**src/rtl/phos_pkg.sv**
```systemverilog
package phos_pkg;
  typedef enum logic [2:0] {
    ST_IDLE   = 3'd0,
    ST_ERASE  = 3'd1,
    ST_PRECHG = 3'd2,
    ST_CHARGE = 3'd3,
    ST_POSTCH = 3'd4,
    ST_HOLD   = 3'd5
  } phos_state_e;
endpackage

```
**src/rtl/phos_sense_sync.sv**
```systemverilog
module phos_sense_sync #(
  parameter int unsigned WIDTH  = 8,
  parameter int unsigned STAGES = 2
) (
  input  logic             clk,
  input  logic             rst_n,
  input  logic [WIDTH-1:0] din,
  output logic [WIDTH-1:0] dout
);
  logic [WIDTH-1:0] stage_q [STAGES];

  genvar g;
  generate
    for (g = 0; g < STAGES; g++) begin : g_stage
      always_ff @(posedge clk or negedge rst_n) begin
        if (!rst_n) stage_q[g] <= '0;
        else if (g == 0) stage_q[g] <= din;
        else stage_q[g] <= stage_q[(g == 0) ? 0 : g-1];
      end
    end
  endgenerate

  assign dout = stage_q[STAGES-1];
endmodule

```
**src/rtl/phos_tick_timer.sv**
```systemverilog
module phos_tick_timer #(
  parameter int unsigned CNT_W = 8
) (
  input  logic             clk,
  input  logic             rst_n,
  input  logic             clr,
  input  logic [CNT_W-1:0] limit,
  output logic             done
);
  logic [CNT_W-1:0] cnt_q;

  always_ff @(posedge clk or negedge rst_n) begin
    if (!rst_n)   cnt_q <= '0;
    else if (clr) cnt_q <= '0;
    else          cnt_q <= cnt_q + 1'b1;
  end

  assign done = (cnt_q == limit - 1'b1);
endmodule

```
**src/rtl/phos_mem_ctrl.sv**
```systemverilog
module phos_mem_ctrl #(
  parameter int unsigned WIDTH         = 8,
  parameter int unsigned CHARGE_TICKS  = 4_000_000,
  parameter int unsigned REFRESH_TICKS = 8_000_000
) (
  input  logic             clk,
  input  logic             rst_n,
  input  logic             wr_strobe,
  input  logic [WIDTH-1:0] wr_data,
  input  logic [WIDTH-1:0] sense,
  output logic [WIDTH-1:0] led,
  output logic             busy,
  output logic             rd_valid,
  output logic [WIDTH-1:0] rd_data
);
  import phos_pkg::*;

  localparam int unsigned MAX_TICKS = (CHARGE_TICKS > REFRESH_TICKS) ? CHARGE_TICKS : REFRESH_TICKS;
  localparam int unsigned CNT_W     = $clog2(MAX_TICKS + 1);
  localparam logic [CNT_W-1:0] CHG_LIM = CNT_W'(CHARGE_TICKS);
  localparam logic [CNT_W-1:0] REF_LIM = CNT_W'(REFRESH_TICKS);

  phos_state_e      state_q;
  logic [WIDTH-1:0] stored_q;
  logic [WIDTH-1:0] sense_s;
  logic             strb_q;
  logic             wr_fall;
  logic             tmr_clr;
  logic             tmr_done;
  logic [CNT_W-1:0] tmr_limit;

  phos_sense_sync #(.WIDTH(WIDTH), .STAGES(2)) u_sync (
    .clk  (clk),
    .rst_n(rst_n),
    .din  (sense),
    .dout (sense_s)
  );

  assign tmr_limit = (state_q == ST_CHARGE) ? CHG_LIM : REF_LIM;
  assign tmr_clr   = wr_fall || tmr_done ||
                     !((state_q == ST_CHARGE) || (state_q == ST_HOLD));

  phos_tick_timer #(.CNT_W(CNT_W)) u_timer (
    .clk  (clk),
    .rst_n(rst_n),
    .clr  (tmr_clr),
    .limit(tmr_limit),
    .done (tmr_done)
  );

  assign wr_fall = strb_q && !wr_strobe;

  always_ff @(posedge clk or negedge rst_n) begin
    if (!rst_n) strb_q <= 1'b0;
    else        strb_q <= wr_strobe;
  end

  always_ff @(posedge clk or negedge rst_n) begin
    if (!rst_n) begin
      state_q  <= ST_IDLE;
      stored_q <= '0;
    end else if (wr_fall) begin
      state_q  <= ST_ERASE;
      stored_q <= wr_data;
    end else begin
      unique case (state_q)
        ST_IDLE:   state_q <= ST_IDLE;
        ST_ERASE:  if (sense_s == '0) state_q <= (stored_q == '0) ? ST_IDLE : ST_PRECHG;
        ST_PRECHG: state_q <= ST_CHARGE;
        ST_CHARGE: if (tmr_done) state_q <= ST_POSTCH;
        ST_POSTCH: state_q <= ST_HOLD;
        ST_HOLD:   if (tmr_done) state_q <= ST_CHARGE;
        default:   state_q <= ST_IDLE;
      endcase
    end
  end

  assign led      = (state_q == ST_CHARGE) ? stored_q : '0;
  assign busy     = (state_q == ST_ERASE) || (state_q == ST_PRECHG) ||
                    (state_q == ST_CHARGE) || (state_q == ST_POSTCH);
  assign rd_valid = !busy;
  assign rd_data  = rd_valid ? sense_s : '0;


  wr_capture_chk: assert property (@(posedge clk) disable iff (!rst_n)
    wr_fall |=> (state_q == ST_ERASE) && (stored_q == $past(wr_data)));

  erase_hold_chk: assert property (@(posedge clk) disable iff (!rst_n)
    (state_q == ST_ERASE) && (sense_s != '0) && !wr_fall |=> state_q == ST_ERASE);

  prechg_step_chk: assert property (@(posedge clk) disable iff (!rst_n)
    (state_q == ST_PRECHG) && !wr_fall |=> state_q == ST_CHARGE);

  charge_end_chk: assert property (@(posedge clk) disable iff (!rst_n)
    (state_q == ST_CHARGE) && tmr_done && !wr_fall |=> state_q == ST_POSTCH);

  refresh_chk: assert property (@(posedge clk) disable iff (!rst_n)
    (state_q == ST_HOLD) && tmr_done && !wr_fall |=> state_q == ST_CHARGE);

  idle_stay_chk: assert property (@(posedge clk) disable iff (!rst_n)
    (state_q == ST_IDLE) && !wr_fall |=> state_q == ST_IDLE);

  strobe_high_chk: assert property (@(posedge clk) disable iff (!rst_n)
    wr_strobe && $past(wr_strobe) |=> $stable(stored_q));
endmodule

```
**config.mk**
```make
export PLATFORM = sky130hd
export DESIGN_NAME = phos_mem_ctrl
export DESIGN_NICKNAME = d
export VERILOG_FILES = /design/src/rtl/phos_pkg.sv /design/src/rtl/phos_sense_sync.sv /design/src/rtl/phos_tick_timer.sv /design/src/rtl/phos_mem_ctrl.sv
export SDC_FILE = /design/constraint.sdc
export NUM_CORES = 1
export LEC_CHECK = 0
export BUFFER_PORTS_ARGS = -buffer_cell sky130_fd_sc_hd__buf_4
export CAP_MARGIN = 5
export CELL_PAD_IN_SITES_DETAIL_PLACEMENT = 2
export CELL_PAD_IN_SITES_GLOBAL_PLACEMENT = 2
export CORE_ASPECT_RATIO = 0.75
export CORE_MARGIN = 2
export CORE_UTILIZATION = 38
export CTS_CLUSTER_SIZE = 20
export DETAILED_ROUTE_END_ITERATION = 10
export GPL_TIMING_DRIVEN = 0
export PLACE_DENSITY = 0.83
export RECOVER_POWER = 50
export SETUP_SLACK_MARGIN = 0.15
export SLEW_MARGIN = 40
export SYNTH_ARGS = -nofsm -noshare
export SYNTH_HDL_FRONTEND = slang
export SYNTH_SLANG_ARGS = --single-unit
```
**constraint.sdc**
```tcl
create_clock -name clk -period 5.15 [get_ports clk]
set_clock_uncertainty 0.05 [all_clocks]
set_input_delay 1.03 -clock clk [delete_from_list [all_inputs] [get_ports clk]]
set_output_delay 1.03 -clock clk [all_outputs]
set_load 0.005 [all_outputs]
```
==> summary.md <==
| Metric | Value |
|---|---|
| Outcome | `finished with violations` |
| Violated checks | `max-capacitance violations, max-slew violations` |
| Clock insertion delay at the later pin of the skew report | `310 ps` |
| Min-Delay Path Class | `flip-flop to flip-flop` |
| HPWL Detailed | `4.15 mm` |
| Power Dens Cells | `375 nW/µm²` |
| Num rows | `24` |
| Count of filler cells inserted in the layout | `650` |
| Sequential-to-total area share from yosys stat | `55.3%` |
| Total buffers and inverters traversed by the critical path | `1` |
| First-pass iteration count of the detailed router | `4` |
| Largest cells by area after synthesis | `dfrtp_1 55%, nor2_2 5.7%, nand2_1 5.4%` |
| Slew at the pin closest to its max-slew limit | `2730 ps` |
| Final wirelength | `5.73 mm` |
| Number of nets with antenna violations after routing | `0` |
| Critical-path top delay cell | `clkbuf_1` |
| Static power due to leakage | `1.20 nW` |
| Clk slew on worst S/H paths | `100 ps` |
| CTS tree | `built` |
| Critical setup path kind | `input port to async pin` |
| Count of cell types in the netlist | `37` |
| Critical path peak fanout | `51` |
| Data required time of the worst path | `4940 ps` |
| Register-to-register setup slack | `3120 ps` |
| TritonCTS Buffers | `5` |
| Total negative setup slack | `0 ps` |
| Setup violations, final | `0` |
| Final Max Slew Viols | `52` |
| Total track usage | `19.2%` |
| Critical Path End Type | `async pin` |
| Final worst-path cycle share | `61.5%` |
| Post-route minimum period | `3170 ps` |
| Mapped Avg Cell Area | `10.5 µm²` |
| CP cell instances | `clkbuf_1` |
| CTS Hold Bufs | `0` |
| Core area | `5860 µm²` |
| Post-synth net total | `239` |
| Cell count after placement | `333` |
| Number of global-route vias before repair | `1917` |
| Initial standard-cell utilization of the core | `39.4%` |
| Reported max-cap violation count | `1` |
| Delay of the slowest critical-path stage | `1900 ps` |
| Drt wl/cell | `16.8 µm` |
| Worst reg2reg path depth | `6` |
| Maximum achievable frequency | `0.316 GHz` |
| Via density | `5.02` |
| End of the critical path | `u_timer.cnt_q[21]` |
| Share of the synthesized area in the top cell type | `55.3%` |
| Post-route non-filler standard cell count | `341` |
| Buffer cell driving the clock tree root | `clkbuf_8` |
| CP arrival | `2960 ps` |
| Longest Clk Path Bufs | `2` |
| Fraction of layout instances using a drive strength above 1 | `27.0%` |
| Relative slew slack | `-82.1%` |
| Global-route wire length before repair | `9.92 mm` |
| Routability congestion estimate | `0.758` |
| Net count reported at finish | `282` |
| Starting DRC count in detailed routing | `36` |
| Cell family contributing the most delay on the critical path | `buffers and inverters` |
| I/O Buffers | `36` |
| Synth Warn # | `0` |
| Cell type contributing the most total cell area after synthesis | `dfrtp_1` |
| Number of sinks handled by clock tree synthesis | `51` |
| Count of boundary I/O pins | `37` |
| Die Footprint | `6720 µm²` |
| Launching point of the worst reg2reg path | `u_timer.cnt_q[13]` |
| Relative area change from synthesis to final layout | `20.0%` |
| Launching element type of the critical path | `input port` |
| RSZ-0062 raised after global routing | `false` |
| Mapped Cells | `219` |
| Pin count of the biggest net entering global routing | `52` |
| Reg-to-reg critical path endpoint | `u_timer.cnt_q[21]` |
| Mapped Area | `2310 µm²` |
| Die H | `71.5 µm` |
| Antenna diodes | `0` |
| Post-CTS Setup Repair Bufs | `0` |
| Number of hold violations in the final report | `0` |
| H-Tree Depth | `2` |
| Number of gates on the worst path with buffers counted | `1` |
| Total DRC errors in the routed layout | `0` |
| Number of register bits inferred by synthesis | `51` |
| X dimension of the die | `94 µm` |
| Global-route congestion overflow total | `0` |
| Post-cts gate resize count | `0` |
| Number of vias in the routed layout | `1713` |
| Worst VDD drop | `0.208 mV` |
| Setup crit start | `rst_n` |
| Number of antenna violations at the first check in global routing | `0` |
final cells by class:
class / count / area [µm²] / area share (%)
clock buffer: 5 / 68.8 / 2.48
tap: 78 / 97.6 / 3.52
timing repair buffer: 36 / 263 / 9.49
clock inverter: 3 / 25.0 / 0.903
inverter: 4 / 15.0 / 0.542
sequential: 51 / 1280 / 46.1
multi-input combinational: 158 / 986 / 35.6
buffer: 6 / 38.8 / 1.40
report_power, final:
| group | internal, mW | total [mW] | switching [mW] |
|---|---|---|---|
| Sequential | 0.430 | 0.456 | 0.0264 |
| Clock | 0.0994 | 0.246 | 0.147 |
| Combinational | 0.149 | 0.337 | 0.188 |
worst min path at each step:
stage,startpoint,depth (start not counted),end
3_3_place_gp,u_sync.stage_q[11],0,u_sync.dout[3]
5_1_grt,u_sync.stage_q[12],0,u_sync.dout[4]
3_5_place_dp,u_sync.stage_q[12],0,u_sync.dout[4]
6_report,u_sync.stage_q[12],0,u_sync.dout[4]
2_1_floorplan,u_sync.stage_q[8],0,u_sync.dout[0]
4_1_cts,u_sync.stage_q[12],0,u_sync.dout[4]
metrics by stage:
stage	power, mW	hold slack, ps	worst slack (ps)	cell area [µm²]	util [%]
global placement	0.789	282	2660	2680	45.7
detailed placement	0.804	288	2590	2680	45.7
floorplan	0.646	281	2960	2310	-
CTS	1.05	312	2230	2770	47.3
global route	1.10	315	1360	2770	47.3
finish	1.04	309	1980	2770	47.3
per-layer routing:
metal	GRT usage (%)	up-vias	part of all wire (%)
li1	-	812	-
met1	26.0	880	46
met2	32.2	19	51
met3	4.21	2	2.7
met4	3.70	0	0.23
met5	0	-	0
placed cells by master (no fill, tap or decap), drive strengths merged:
| master | count |
|---|---|
| o21ai | 3 |
| nand3 | 12 |
| o2111a | 1 |
| o221ai | 1 |
| nor4bb | 1 |
| nand4bb | 1 |
| and4 | 1 |
| o2111ai | 1 |
| clkinvlp | 1 |
| or4 | 1 |
| and3 | 4 |
| xnor2 | 12 |
| buf | 29 |
| nand2 | 33 |
| nor2b | 9 |
| ha | 1 |
| and3b | 1 |
| nor4 | 6 |
| a31oi | 1 |
| nor3 | 7 |
| nor2 | 31 |
| dfrtp | 51 |
| and2 | 9 |
| nand4 | 3 |
| a21bo | 1 |
| nand2b | 2 |
| a21boi | 1 |
| clkbuf | 18 |
| a31o | 1 |
| inv | 6 |
| xor2 | 11 |
| a21oi | 1 |
| nand3b | 2 |
registers in the layout, summed over array words and instances (netlist names):
signal          count
u_timer.cnt_q      23
stored_q            8
u_sync.dout         8
u_sync.stage_q      8
state_q             3
strb_q              1
Yosys cell counts:
cell type and instances:
o21ai_4 1, o21ai_0 2, o221ai_1 1, nand3_1 12
xor2_1 11, nand4_1 3, nand3b_1 2, nand2_1 33
nor3_2 2, nand4bb_1 1, xnor2_1 12, nor4bb_1 1
a21bo_1 1, and3b_1 1, and3_1 4, or4_1 1
a21oi_1 1, buf_6 2, nor4_1 5, buf_2 1
nor2b_1 9, and4_1 1, dfrtp_1 51, a21boi_0 1
nor2_1 10, nor3_1 5, nor2_2 21, a31o_1 1
inv_1 4, clkbuf_1 3, nor4_2 1, a31oi_1 1
o2111ai_1 1, o2111a_1 1, nand2b_1 2, ha_1 1
and2_1 9
cell families (layout without fill, tap and decap cells):
kind of cell    after synthesis  count (layout)  share of synthesized area (%)
simple gates                123             123                           29.1
flops                        51              51                           55.3
xor+xnor                     23              23                           8.73
compound gates               11              11                           4.01
buf+inv                      10              54                           2.33
fa+ha+maj                     1               1                          0.542
No activity file was read; power rests on OpenSTA's default activity.
